--- src/rtl/scan_decim_pkg.sv ---
package scan_decim_pkg;
  typedef enum logic [1:0] {
    ACQ_IDLE = 2'd0,
    ACQ_RUN  = 2'd1,
    ACQ_DONE = 2'd2
  } acq_state_e;
endpackage

--- src/rtl/scan_pos_ctr.sv ---
module scan_pos_ctr #(
  parameter int SCAN_W  = 4,
  parameter int SKIP_W  = 4,
  parameter int CHUNK_W = SCAN_W + SKIP_W + 1
) (
  input  logic               clk_i,
  input  logic               rst_ni,
  input  logic               load_i,
  input  logic [SCAN_W-1:0]  scan_len_i,
  input  logic [SKIP_W-1:0]  skip_i,
  input  logic               adv_i,
  output logic [CHUNK_W-1:0] chunk_next_o,
  output logic               keep_o
);
  logic [CHUNK_W-1:0] chunk_q, pos_q, pos_d;
  logic [SCAN_W-1:0]  scan_q;

  assign chunk_next_o = CHUNK_W'(scan_len_i) * (CHUNK_W'(skip_i) + CHUNK_W'(1));
  assign keep_o       = pos_q < CHUNK_W'(scan_q);

  always_comb begin
    pos_d = pos_q;
    if (load_i)
      pos_d = '0;
    else if (adv_i)
      pos_d = (pos_q == chunk_q - CHUNK_W'(1)) ? '0 : pos_q + CHUNK_W'(1);
  end

  always_ff @(posedge clk_i or negedge rst_ni) begin
    if (!rst_ni) begin
      chunk_q <= '0;
      scan_q  <= '0;
      pos_q   <= '0;
    end else begin
      pos_q <= pos_d;
      if (load_i) begin
        chunk_q <= chunk_next_o;
        scan_q  <= scan_len_i;
      end
    end
  end

  // position stays inside the chunk
  a_r2_pos_bound: assert property (@(posedge clk_i) disable iff (!rst_ni)
    (chunk_q != '0) |-> (pos_q < chunk_q));
  // position either steps by one or wraps
  a_r2_pos_step: assert property (@(posedge clk_i) disable iff (!rst_ni)
    (adv_i && !load_i) |=> ((pos_q == $past(pos_q) + CHUNK_W'(1)) || (pos_q == '0)));
  // start clears position
  a_r1_pos_clear: assert property (@(posedge clk_i) disable iff (!rst_ni)
    load_i |=> (pos_q == '0));
endmodule

--- src/rtl/acq_stop_ctr.sv ---
module acq_stop_ctr
  import scan_decim_pkg::*;
#(
  parameter int STOP_W  = 12,
  parameter int CHUNK_W = 9,
  parameter int CNT_W   = STOP_W + CHUNK_W
) (
  input  logic               clk_i,
  input  logic               rst_ni,
  input  logic               load_i,
  input  logic [STOP_W-1:0]  stop_scans_i,
  input  logic [CHUNK_W-1:0] chunk_i,
  input  logic               cont_i,
  input  logic               consume_i,
  output logic               running_o,
  output logic               eoa_o
);
  acq_state_e       state_q, state_d;
  logic [CNT_W-1:0] rem_q, rem_d, total;
  logic             cont_q;

  assign total = CNT_W'(stop_scans_i) * CNT_W'(chunk_i);

  always_comb begin
    state_d = state_q;
    rem_d   = rem_q;
    if (load_i) begin
      rem_d   = total;
      state_d = (!cont_i && total == '0) ? ACQ_DONE : ACQ_RUN;
    end else if (state_q == ACQ_RUN && consume_i && !cont_q) begin
      rem_d = rem_q - CNT_W'(1);
      if (rem_q == CNT_W'(1)) state_d = ACQ_DONE;
    end
  end

  always_ff @(posedge clk_i or negedge rst_ni) begin
    if (!rst_ni) begin
      state_q <= ACQ_IDLE;
      rem_q   <= '0;
      cont_q  <= 1'b0;
    end else begin
      state_q <= state_d;
      rem_q   <= rem_d;
      if (load_i) cont_q <= cont_i;
    end
  end

  assign running_o = (state_q == ACQ_RUN);
  assign eoa_o     = (state_q == ACQ_DONE);

  // each counted consumption lowers the total by one
  a_r6_count_dec: assert property (@(posedge clk_i) disable iff (!rst_ni)
    (running_o && consume_i && !load_i && !cont_q) |=> (rem_q == $past(rem_q) - CNT_W'(1)));
  // a counted run never sits at zero remaining
  a_r6_run_nonzero: assert property (@(posedge clk_i) disable iff (!rst_ni)
    (running_o && !cont_q) |-> (rem_q != '0));
  // continuous runs stay running until restarted
  a_r7_cont_holds: assert property (@(posedge clk_i) disable iff (!rst_ni)
    (running_o && cont_q && !load_i) |=> running_o);
endmodule

--- src/rtl/sample_fmt_conv.sv ---
module sample_fmt_conv #(
  parameter int RAW_W    = 16,
  parameter int ADC_BITS = 12
) (
  input  logic [RAW_W-1:0]    raw_i,
  output logic [ADC_BITS-1:0] data_o
);
  localparam int SHIFT = RAW_W - ADC_BITS;
  logic [ADC_BITS-1:0] aligned;

  generate
    if (SHIFT == 0) begin : g_native
      assign aligned = raw_i;
    end else begin : g_shift
      assign aligned = raw_i[RAW_W-1:SHIFT];
    end
  endgenerate

  // two's complement to offset binary
  assign data_o = {~aligned[ADC_BITS-1], aligned[ADC_BITS-2:0]};
endmodule

--- src/rtl/scan_decim_top.sv ---
module scan_decim_top #(
  parameter int RAW_W    = 16,
  parameter int ADC_BITS = 12,
  parameter int SCAN_W   = 4,
  parameter int SKIP_W   = 4,
  parameter int STOP_W   = 12
) (
  input  logic                clk_i,
  input  logic                rst_ni,
  input  logic                start_i,
  input  logic [SCAN_W-1:0]   scan_len_i,
  input  logic [SKIP_W-1:0]   skip_i,
  input  logic [STOP_W-1:0]   stop_scans_i,
  input  logic                cont_i,
  input  logic                in_valid_i,
  input  logic [RAW_W-1:0]    in_data_i,
  output logic                in_ready_o,
  output logic                out_valid_o,
  output logic [ADC_BITS-1:0] out_data_o,
  input  logic                out_ready_i,
  output logic                eoa_o
);
  localparam int CHUNK_W = SCAN_W + SKIP_W + 1;
  localparam int CNT_W   = STOP_W + CHUNK_W;

  logic [CHUNK_W-1:0] chunk_next;
  logic keep, running, open_w, adv;

  assign open_w      = running && !start_i;
  assign out_valid_o = open_w && in_valid_i && keep;
  assign in_ready_o  = open_w && (keep ? out_ready_i : 1'b1);
  assign adv         = in_valid_i && in_ready_o;

  scan_pos_ctr #(.SCAN_W(SCAN_W), .SKIP_W(SKIP_W), .CHUNK_W(CHUNK_W)) u_pos (
    .clk_i, .rst_ni,
    .load_i      (start_i),
    .scan_len_i,
    .skip_i,
    .adv_i       (adv),
    .chunk_next_o(chunk_next),
    .keep_o      (keep)
  );

  acq_stop_ctr #(.STOP_W(STOP_W), .CHUNK_W(CHUNK_W), .CNT_W(CNT_W)) u_stop (
    .clk_i, .rst_ni,
    .load_i      (start_i),
    .stop_scans_i,
    .chunk_i     (chunk_next),
    .cont_i,
    .consume_i   (adv),
    .running_o   (running),
    .eoa_o
  );

  sample_fmt_conv #(.RAW_W(RAW_W), .ADC_BITS(ADC_BITS)) u_fmt (
    .raw_i (in_data_i),
    .data_o(out_data_o)
  );

  // nothing accepted after end of acquisition
  a_r6_eoa_blocks: assert property (@(posedge clk_i) disable iff (!rst_ni)
    eoa_o |-> !in_ready_o);
  // a stalled forwarded sample is not consumed
  a_r3_backpressure: assert property (@(posedge clk_i) disable iff (!rst_ni)
    (out_valid_o && !out_ready_i) |-> !in_ready_o);
  // consumption without consumer ready is a drop
  a_r4_drop_silent: assert property (@(posedge clk_i) disable iff (!rst_ni)
    (in_ready_o && !out_ready_i) |-> !out_valid_o);
  // start cycle accepts nothing
  a_r1_start_closed: assert property (@(posedge clk_i) disable iff (!rst_ni)
    start_i |-> !in_ready_o);
endmodule

--- config.mk ---
export PLATFORM = sky130hd
export DESIGN_NAME = scan_decim_top
export DESIGN_NICKNAME = d
export VERILOG_FILES = /design/src/rtl/scan_decim_pkg.sv /design/src/rtl/scan_pos_ctr.sv /design/src/rtl/acq_stop_ctr.sv /design/src/rtl/sample_fmt_conv.sv /design/src/rtl/scan_decim_top.sv
export SDC_FILE = /design/constraint.sdc
export NUM_CORES = 1
export LEC_CHECK = 0
export BUFFER_PORTS_ARGS = -buffer_cell sky130_fd_sc_hd__buf_4
export CAP_MARGIN = 20
export CORE_MARGIN = 1
export CORE_UTILIZATION = 50
export DETAILED_ROUTE_END_ITERATION = 8
export PLACE_DENSITY_LB_ADDON = 0.2
export SLEW_MARGIN = 20
export SYNTH_ARGS = -nofsm -noshare
export SYNTH_HDL_FRONTEND = slang
export SYNTH_HIERARCHICAL = 1
export SYNTH_SLANG_ARGS = --single-unit
export TNS_END_PERCENT = 50
--- constraint.sdc ---
create_clock -name clk_i -period 4.6 [get_ports clk_i]
set_input_delay 0.69 -clock clk_i [delete_from_list [all_inputs] [get_ports clk_i]]
set_output_delay 0.69 -clock clk_i [all_outputs]
set_load 0.05 [all_outputs]
==> results_dict.tcl, run 1 <==
set metrics [dict create \
    clockBufferDepth 2 \
    pin_count 57 \
    fillerInstances 1010 \
    critPathArrivalTime_ns 7.59 \
    wirelength_um 16600 \
    antenna_found_initial 0 \
    die_y_um 118 \
    worst_slack_ns -2.82 \
    yosys-top-cells-count "118 x nand2_1, 77 x fa_1, 71 x inv_1" \
    crit_top_cell "fa_1" \
    rsz0062_at_grt "true" \
    fin_worst_skew_ns 0.00664 \
    ctsHoldBuffers 0 \
    clock_sinks 46 \
    ant_nets 0 \
    grt_use_total 0.247 \
    clkLatencyLatePin_ns 0.29 \
    placed_area_um2 7990 \
    avgSynthCellArea_um2 9.02 \
    clockRootBuffer "clkbuf_16" \
    period_needed_ns 7.42 \
    synth_cells 740 \
    gp_congestion 0.923 \
    routedWlPerCell_um 16.0 \
    fin_crit_sh 1.61 \
    synthArstFlopShare 1.00 \
    holdWs_ns 0.400 \
    grtUsageMet3 0.0276 \
    slowest_stage "fa_1" \
    globalRouteMet2Util 0.480 \
    hpwl_um 12900 \
    hold_viol 0 \
    yosys_warnings 6 \
    seq_area_um2 1150 \
    core-area_um2 12800 \
    max_cap_viol_count 0 \
    synth_seq_cells 46 \
    tns_ns -39.49 \
    synth_edf_count 0 \
    netlist_area_um2 6670 \
    post-synth-top-area-cell "fa_1" \
    grt_pass1_vias 6354 \
    worst_slew_pin_slew_ns 0.812 \
    drtIter0Drc 267 \
    cp_top_family "adder cells" \
    synth_flop_cell "dfrtp_1" \
    cts_tree "yes" \
    cts_made_buffers 5 \
    n_antenna_cell 0 \
    drive_gt1_frac 0.333 \
    required_ns 4.77 \
    synth.top_cell.area_share 0.231 \
    seq_area_frac_synth 0.172 \
    post-route-util 0.679 \
    yosys.cell_types.count 68 \
    outcome "finished, violations left" \
    synth_most_common_cell "nand2_1" \
    overflow 0 \
    cp_max_fo 7 \
    die_w_um 118 \
    setup_viol 19 \
    failed_checks "negative setup slack" \
    grt_most_used_layer "met2" \
    io_buffers 30 \
    htreeDepth 2 \
    start_kind "input port" \
    worst-path-buf-inv 5 \
    hp-class "input port to asynchronous set/reset pin" \
    synthTopCellsByArea "fa_1 23%, dfrtp_1 17%, ha_1 12%" \
    max_slew_margin 0.445 \
    syn_nets 921 \
    start_util 0.520 \
    cts.clk_slew.worst_paths_ns 0.06 \
    slew_viol_final 0 \
    die-area_um2 13800 \
    vias_per_cell 5.46 \
    grtUsageMet1 0.283 \
    syn_to_final_growth_pct 30.4 \
    grt_max_degree 63 \
    fmax_mhz 135 \
    end_kind "register" \
    dr_total_vias 5658 \
    drc_errors 0 \
    drt_first_pass_iters 5 \
    grt_first_pass_wirelength_um 28400 \
    design_area_um2 8700 \
    slowest_delay_ns 0.56 \
    nets 1045 \
    multi_input_area_um2 5660 \
    rows 41 \
    crit_type "input port to register" \
    rrSetupSlack_ns 0.80 \
]
flip-flops by register name, indices dropped and copies added (netlist names):
signal	cells
u_stop/rem_q	21
u_pos/chunk_q	9
u_pos/pos_q	9
u_pos/scan_q	4
u_stop/state_q	2
u_stop/cont_q	1
placed cells by master, fill, tap and decap left out, types with 15 or more instances in the layout:
master / synthesis / routed
a21oi_1: 25 / 15
and2_1: 47 / 44
buf_4: 11 / 140
dfrtp_1: 46 / 46
fa_1: 77 / 69
ha_1: 62 / 46
ha_4: 0 / 16
inv_1: 71 / 63
nand2_1: 118 / 104
nor2_1: 28 / 25
o21ai_0: 34 / 20
xnor2_1: 29 / 24
xor2_1: 24 / 19
layer usage:
| layer | routed length, um | share of wire | vias to the layer above |
|---|---|---|---|
| met2 | 9230 | 0.56 | 139 |
| met1 | 6570 | 0.40 | 2819 |
| met4 | 322 | 0.019 | 0 |
| met3 | 473 | 0.028 | 36 |
| li1 | - | - | 2664 |
| met5 | 0 | 0 | - |
worst register-to-register path, cell delays in order, from the launching register on:
cell	delay, ns
dfrtp_1	0.46
ha_1	0.32
a21o_1	0.16
a21o_1	0.19
a2111oi_0	0.75
buf_4	0.23
nor2b_4	0.14
nor4bb_2	0.09
and3b_1	0.31
and2b_1	0.26
and3b_1	0.23
a41oi_1	0.36
a221o_1	0.23
timing repair:
action,in CTS,in global routing
resized for setup,55,40
pin swaps,40,32
endpoints found under the hold margin,0,0
endpoints found under the setup margin,19,19
buffers inserted,10,10
final timing paths:
kind / startpoint / end / depth (start not counted)
worst max-delay path: skip_i[0] / u_stop/state_q[0] / 30
worst min-delay path: rst_ni / u_pos/chunk_q[6] / 1
worst max register to register: u_pos/pos_q[1] / u_stop/state_q[0] / 12
worst min register to register: u_stop/cont_q / u_stop/cont_q / 1
max in group asynchronous: rst_ni / u_stop/rem_q[17] / 1
min in group clk_i: u_stop/cont_q / u_stop/cont_q / 1
area by class of cell:
cell class              count  area share
repair buffers            155       0.143
inverters                  71      0.0306
clock buffers               5      0.0144
well taps                 172      0.0247
multi-input cells         585       0.650
clock inverters             3     0.00503
flip-flops and latches     46       0.132
stage by stage:
stage	setup slack (ns)	cells
5_1_grt	-3.08	1037
6_report	-2.82	1037
3_3_place_gp	-2.99	1010
3_5_place_dp	-3.20	1010
4_1_cts	-2.71	1028
2_1_floorplan	-2.60	740
kinds of logic after synthesis:
group                    Yosys count  synth area share
AO/OA/AOI/OAI                    100            0.0954
multiplexers                      10            0.0163
adder cells (fa/ha/maj)          139             0.347
AND/OR/NAND/NOR                  283             0.231
buffers and inverters            109            0.0677
XOR/XNOR                          53            0.0696
flip-flops                        46             0.172
Power of run 1 is left out: the tool's default activity adds up to more than one toggle a clock period on the data nets, which glitch-free logic cannot reach.
==> run 2: changes to the inputs <==
--- a/config.mk
+++ b/config.mk
@@ -10,7 +10,7 @@
 export CORE_MARGIN = 1
 export CORE_UTILIZATION = 50
 export DETAILED_ROUTE_END_ITERATION = 8
-export PLACE_DENSITY_LB_ADDON = 0.2
+export PLACE_DENSITY = 0.69
 export SLEW_MARGIN = 20
 export SYNTH_ARGS = -nofsm -noshare
 export SYNTH_HDL_FRONTEND = slang
==> run 2 against run 1 <==
  * The run still ends with negative setup slack left
  * Critical path depth shrank 2
  * Utilization fell by 0.36 points
  * Maximum frequency is 1.4% higher
  * Wire length shrank 2.0%
  * Via count about the same
  * Global-route usage increased by 0.33 points
  * Die area is the same
  * Cell count decreased by 0.29%
  * Non-clock buffer count is 3 lower
  * Flip-flop and latch count unchanged
  * Sequential share of layout area grew 0.071 points
  * Critical path type unchanged
  * Highest routed layer unchanged
==> results_dict.tcl, run 2 (same netlist as run 1, synthesis figures left out) <==
set metrics [dict create \
    worst_slack_ns -2.72 \
    n_antenna_cell 0 \
    drc_errors 0 \
    die-area_um2 13800 \
    grt_first_pass_wirelength_um 28400 \
    multi_input_area_um2 5640 \
    routedWlPerCell_um 15.7 \
    core-area_um2 12800 \
    dp_cells 1009 \
    grt_pass1_vias 6259 \
    drtIter0Drc 291 \
    fin_worst_skew_ns 0.00832 \
    crit_type "input port to register" \
    rows 41 \
    vias_per_cell 5.47 \
    clockBufferDepth 2 \
    ctsHoldBuffers 0 \
    hp-class "input port to asynchronous set/reset pin" \
    fillerInstances 1016 \
    io_buffers 30 \
    max_slew_margin 0.579 \
    final_cell_mix "138 x buf_4, 113 x nand2_1, 69 x fa_1, 66 x inv_1, 46 x dfrtp_1" \
    htreeDepth 2 \
    fmax_mhz 137 \
    dr_total_vias 5653 \
    cts.clk_slew.worst_paths_ns 0.06 \
    start_util 0.520 \
    ant_nets 0 \
    nets 1042 \
    gp_congestion 0.879 \
    outcome "finished, violations left" \
    fin_crit_sh 1.59 \
    antenna_found_initial 0 \
    clock_sinks 46 \
    pin_count 57 \
    end_kind "register" \
    clockRootBuffer "clkbuf_16" \
    seq_area_um2 1150 \
    max_cap_viol_count 0 \
    reg_top3 "u_stop/rem_q x21, u_pos/chunk_q x9, u_pos/pos_q x9" \
    layout_commonest_cell "buf_4" \
    slew_viol_final 0 \
    critPathArrivalTime_ns 7.49 \
    worst_slew_pin_slew_ns 0.622 \
    cp_max_fo 5 \
    failed_checks "negative setup slack" \
    cts_tree "yes" \
    largest_register_ffs 21 \
    fin_cells 1034 \
    wirelength_um 16300 \
    syn_to_final_growth_pct 29.7 \
    cts_made_buffers 5 \
    grt_use_total 0.251 \
    start_kind "input port" \
    hpwl_um 12700 \
    clkLatencyLatePin_ns 0.29 \
    period_needed_ns 7.32 \
    drt_first_pass_iters 5 \
    grt_max_degree 63 \
    drive_gt1_frac 0.323 \
    hold_viol 0 \
    die_y_um 118 \
    regMostFlops "u_stop/rem_q" \
    setup_viol 19 \
    rsz0062_at_grt "true" \
    tns_ns -38.60 \
    die_w_um 118 \
    required_ns 4.77 \
    overflow 0 \
    place_ws_ns -3.17 \
]
-- run 2: cell count changes in the layout (fill, tap and decap cells not counted), sizes merged --
cell and delta:
bufinv -1, clkbuf +1, buf -3, inv -1, clkinvlp +1
-- run 2: cell type report --
type,instances,share of cell area
clock buffer,6,0.0160
clock inverter,2,0.00145
inverter,71,0.0308
multi-input combinational,585,0.652
sequential,46,0.133
tap,172,0.0249
timing repair buffer,152,0.142
-- run 2: final timing paths --
kind                                start           endpoint  slack, ns  cells after the start
setup / recovery                skip_i[0]  u_stop/state_q[0]      -2.72                     28
hold / removal                     rst_ni    u_pos/scan_q[1]       0.40                      1
setup reg to reg           u_pos/pos_q[1]  u_stop/state_q[0]       1.01                     12
hold reg to reg             u_stop/cont_q      u_stop/cont_q       0.51                      1
max in group asynchronous          rst_ni    u_stop/rem_q[6]       3.79                      1
min in group clk_i          u_stop/cont_q      u_stop/cont_q       0.51                      1
-- run 2: repair_timing --
item,in CTS,in global routing
setup endpoints to repair,19,19
pin swaps,36,13
resized for setup,52,25
buffers inserted,16,1
cloned,0,1
-- run 2: worst max-delay path: stages --
cell	delay, ns
buf_8	0.10
ha_4	0.17
xor2_4	0.19
nand2_1	0.08
fa_1	0.46
fa_1	0.57
inv_1	0.06
ha_1	0.27
a21o_1	0.20
a21oi_2	0.16
o21ai_1	0.09
a21oi_2	0.19
xnor2_2	0.16
buf_4	0.19
nand2_1	0.08
fa_2	0.55
fa_1	0.43
fa_1	0.47
fa_1	0.51
inv_2	0.05
ha_4	0.27
o211ai_1	0.11
a211o_1	0.38
nand4_1	0.08
or3b_4	0.40
nor3_4	0.13
a41oi_2	0.15
a221o_1	0.28
-- run 2: per-layer routing --
| metal | up-vias | part of all wire | track usage |
|---|---|---|---|
| met3 | 36 | 0.026 | 0.0223 |
| met2 | 108 | 0.55 | 0.483 |
| met4 | 0 | 0.026 | 0.0857 |
| met5 | - | 0 | 0 |
| met1 | 2840 | 0.40 | 0.288 |
| li1 | 2669 | - | - |
-- run 2: stage by stage --
| stage | hold WS, ns | instance area (um^2) | util |
|---|---|---|---|
| floorplan | 0.394 | 6930 | - |
| global placement | 0.487 | 8010 | 0.624 |
| detailed placement | 0.490 | 8010 | 0.624 |
| CTS | 0.427 | 8520 | 0.664 |
| global route | 0.448 | 8660 | 0.675 |
| finish | 0.399 | 8660 | 0.675 |
Power of run 2 is left out for the same reason.
==> run 3: changes to the inputs <==
--- a/config.mk
+++ b/config.mk
@@ -7,6 +7,7 @@
 export LEC_CHECK = 0
 export BUFFER_PORTS_ARGS = -buffer_cell sky130_fd_sc_hd__buf_4
 export CAP_MARGIN = 20
+export CORE_ASPECT_RATIO = 1.5
 export CORE_MARGIN = 1
 export CORE_UTILIZATION = 50
 export DETAILED_ROUTE_END_ITERATION = 8
==> run 3 against run 2 <==
  * The run still ends with negative setup slack left
  * Clock-buffer cell count fell by 1
  * Critical path depth is 3 higher
  * Maximum frequency fell by 2.4%
  * Critical path type unchanged
  * Largest cell class unchanged
  * Highest routed layer unchanged
==> results_dict.tcl, run 3 (same netlist as run 1, synthesis figures left out) <==
set metrics [dict create \
    post-route-util 0.660 \
    critPathArrivalTime_ns 7.68 \
    r2r.worst_path.cells 12 \
    routedWlPerCell_um 16.5 \
    slowest_delay_ns 0.55 \
    worst_slack_ns -2.90 \
    cp_top_family "adder cells" \
    htreeDepth 2 \
    crit_top_cell "fa_1" \
    drive_gt1_frac 0.324 \
    slew_viol_final 0 \
    hpwl_um 13300 \
    fin_crit_sh 1.63 \
    pin_count 57 \
    clockRootBuffer "clkbuf_16" \
    regMostFlops "u_stop/rem_q" \
    worst_slew_pin_slew_ns 0.726 \
    period_needed_ns 7.50 \
    die-area_um2 13800 \
    die_y_um 144 \
    outcome "finished, violations left" \
    rsz0062_at_grt "true" \
    rows 51 \
    setup_viol 19 \
    vias_per_cell 5.57 \
    hold_viol 0 \
    max_slew_margin 0.504 \
    failed_checks "negative setup slack" \
    antenna_found_initial 0 \
    core-area_um2 13000 \
    dr_total_vias 5660 \
    grt_use_total 0.256 \
    grt_pass1_vias 6118 \
    drt_first_pass_iters 4 \
    ant_nets 0 \
    required_ns 4.78 \
    cts_tree "yes" \
    reg_top3 "u_stop/rem_q x21, u_pos/chunk_q x9, u_pos/pos_q x9" \
    fin_worst_skew_ns 0.0104 \
    rrSetupSlack_ns 0.96 \
    largest_register_ffs 21 \
    start_util 0.513 \
    grt_first_pass_wirelength_um 27500 \
    crit_type "input port to register" \
    layout_commonest_cell "buf_4" \
    overflow 0 \
    gp_congestion 0.862 \
    drtIter0Drc 156 \
    die_w_um 96.3 \
    cts.clk_slew.worst_paths_ns 0.08 \
    end_kind "register" \
    nets 1037 \
    grt_max_degree 63 \
    final_cell_mix "138 x buf_4, 111 x nand2_1, 69 x fa_1, 65 x inv_1" \
    worst-path-buf-inv 7 \
    r2r-end "u_stop/state_q[0]" \
    clock_sinks 46 \
    cts_made_buffers 5 \
    wirelength_um 16700 \
    worst_r2r_startpoint "u_pos/pos_q[1]" \
    place_ws_ns -3.37 \
    hp-class "input port to asynchronous set/reset pin" \
    drc_errors 0 \
    slowest_stage "fa_2" \
    io_buffers 30 \
    syn_to_final_growth_pct 28.7 \
    fmax_mhz 133 \
    cp_max_fo 5 \
    max_cap_viol_count 0 \
    clockBufferDepth 2 \
    n_antenna_cell 0 \
    start_kind "input port" \
    clkLatencyLatePin_ns 0.29 \
]
run 3: worst max-delay path by stage:
| stage | start | to | slack [ns] | cells past startpoint |
|---|---|---|---|---|
| after floorplan | skip_i[0] | u_stop/state_q[0] | -2.60 | 29 |
| after global placement | skip_i[0] | u_stop/state_q[0] | -3.07 | 27 |
| after detailed placement | skip_i[0] | u_stop/state_q[0] | -3.37 | 28 |
| after CTS | skip_i[0] | u_stop/state_q[0] | -2.78 | 30 |
| after global routing | skip_i[0] | u_stop/state_q[0] | -3.16 | 30 |
| final | skip_i[0] | u_stop/state_q[0] | -2.90 | 31 |
run 3: final cells by class:
cell class | instances | area [um^2]
clock inverter | 3 | 28.8
tap | 159 | 199
multi-input combinational | 585 | 5650
inverter | 71 | 267
timing repair buffer | 147 | 1170
sequential | 46 | 1150
clock buffer | 5 | 125
fill | 1025 | 4430
run 3: layer usage:
metal	routed length [um]	track usage
met3	283	0.0233
met1	6000	0.251
met2	9740	0.521
met5	0	0
met4	714	0.111
run 3: timing repair:
| action | in CTS | in global routing |
|---|---|---|
| pin swaps | 16 | 22 |
| endpoints found under the setup margin | 19 | 19 |
| setup buffers | 7 | 10 |
| cloned | 1 | 0 |
| resized for setup | 62 | 24 |
| hold buffers | 0 | 0 |
run 3: metrics by stage:
step | cell area, um^2 | hold WS (ns) | setup TNS (ns) | instances
5_1_grt | 8590 | 0.449 | -44.80 | 1016
6_report | 8590 | 0.398 | -40.48 | 1016
3_5_place_dp | 7940 | 0.496 | -49.63 | 991
3_3_place_gp | 7940 | 0.488 | -45.88 | 991
2_1_floorplan | 6930 | 0.394 | -33.86 | 740
4_1_cts | 8400 | 0.422 | -38.69 | 1006
run 3: worst reg2reg max path, stage by stage, from the launching register on:
cell       delay (ns)
dfrtp_1          0.47
ha_1             0.33
a21o_1           0.16
a21o_1           0.18
a2111oi_0        0.69
buf_4            0.23
nor2b_4          0.14
nor4bb_2         0.09
and3b_1          0.32
and2b_1          0.26
and3b_1          0.23
a41oi_1          0.30
a221o_1          0.21
Power of run 3 is left out for the same reason.
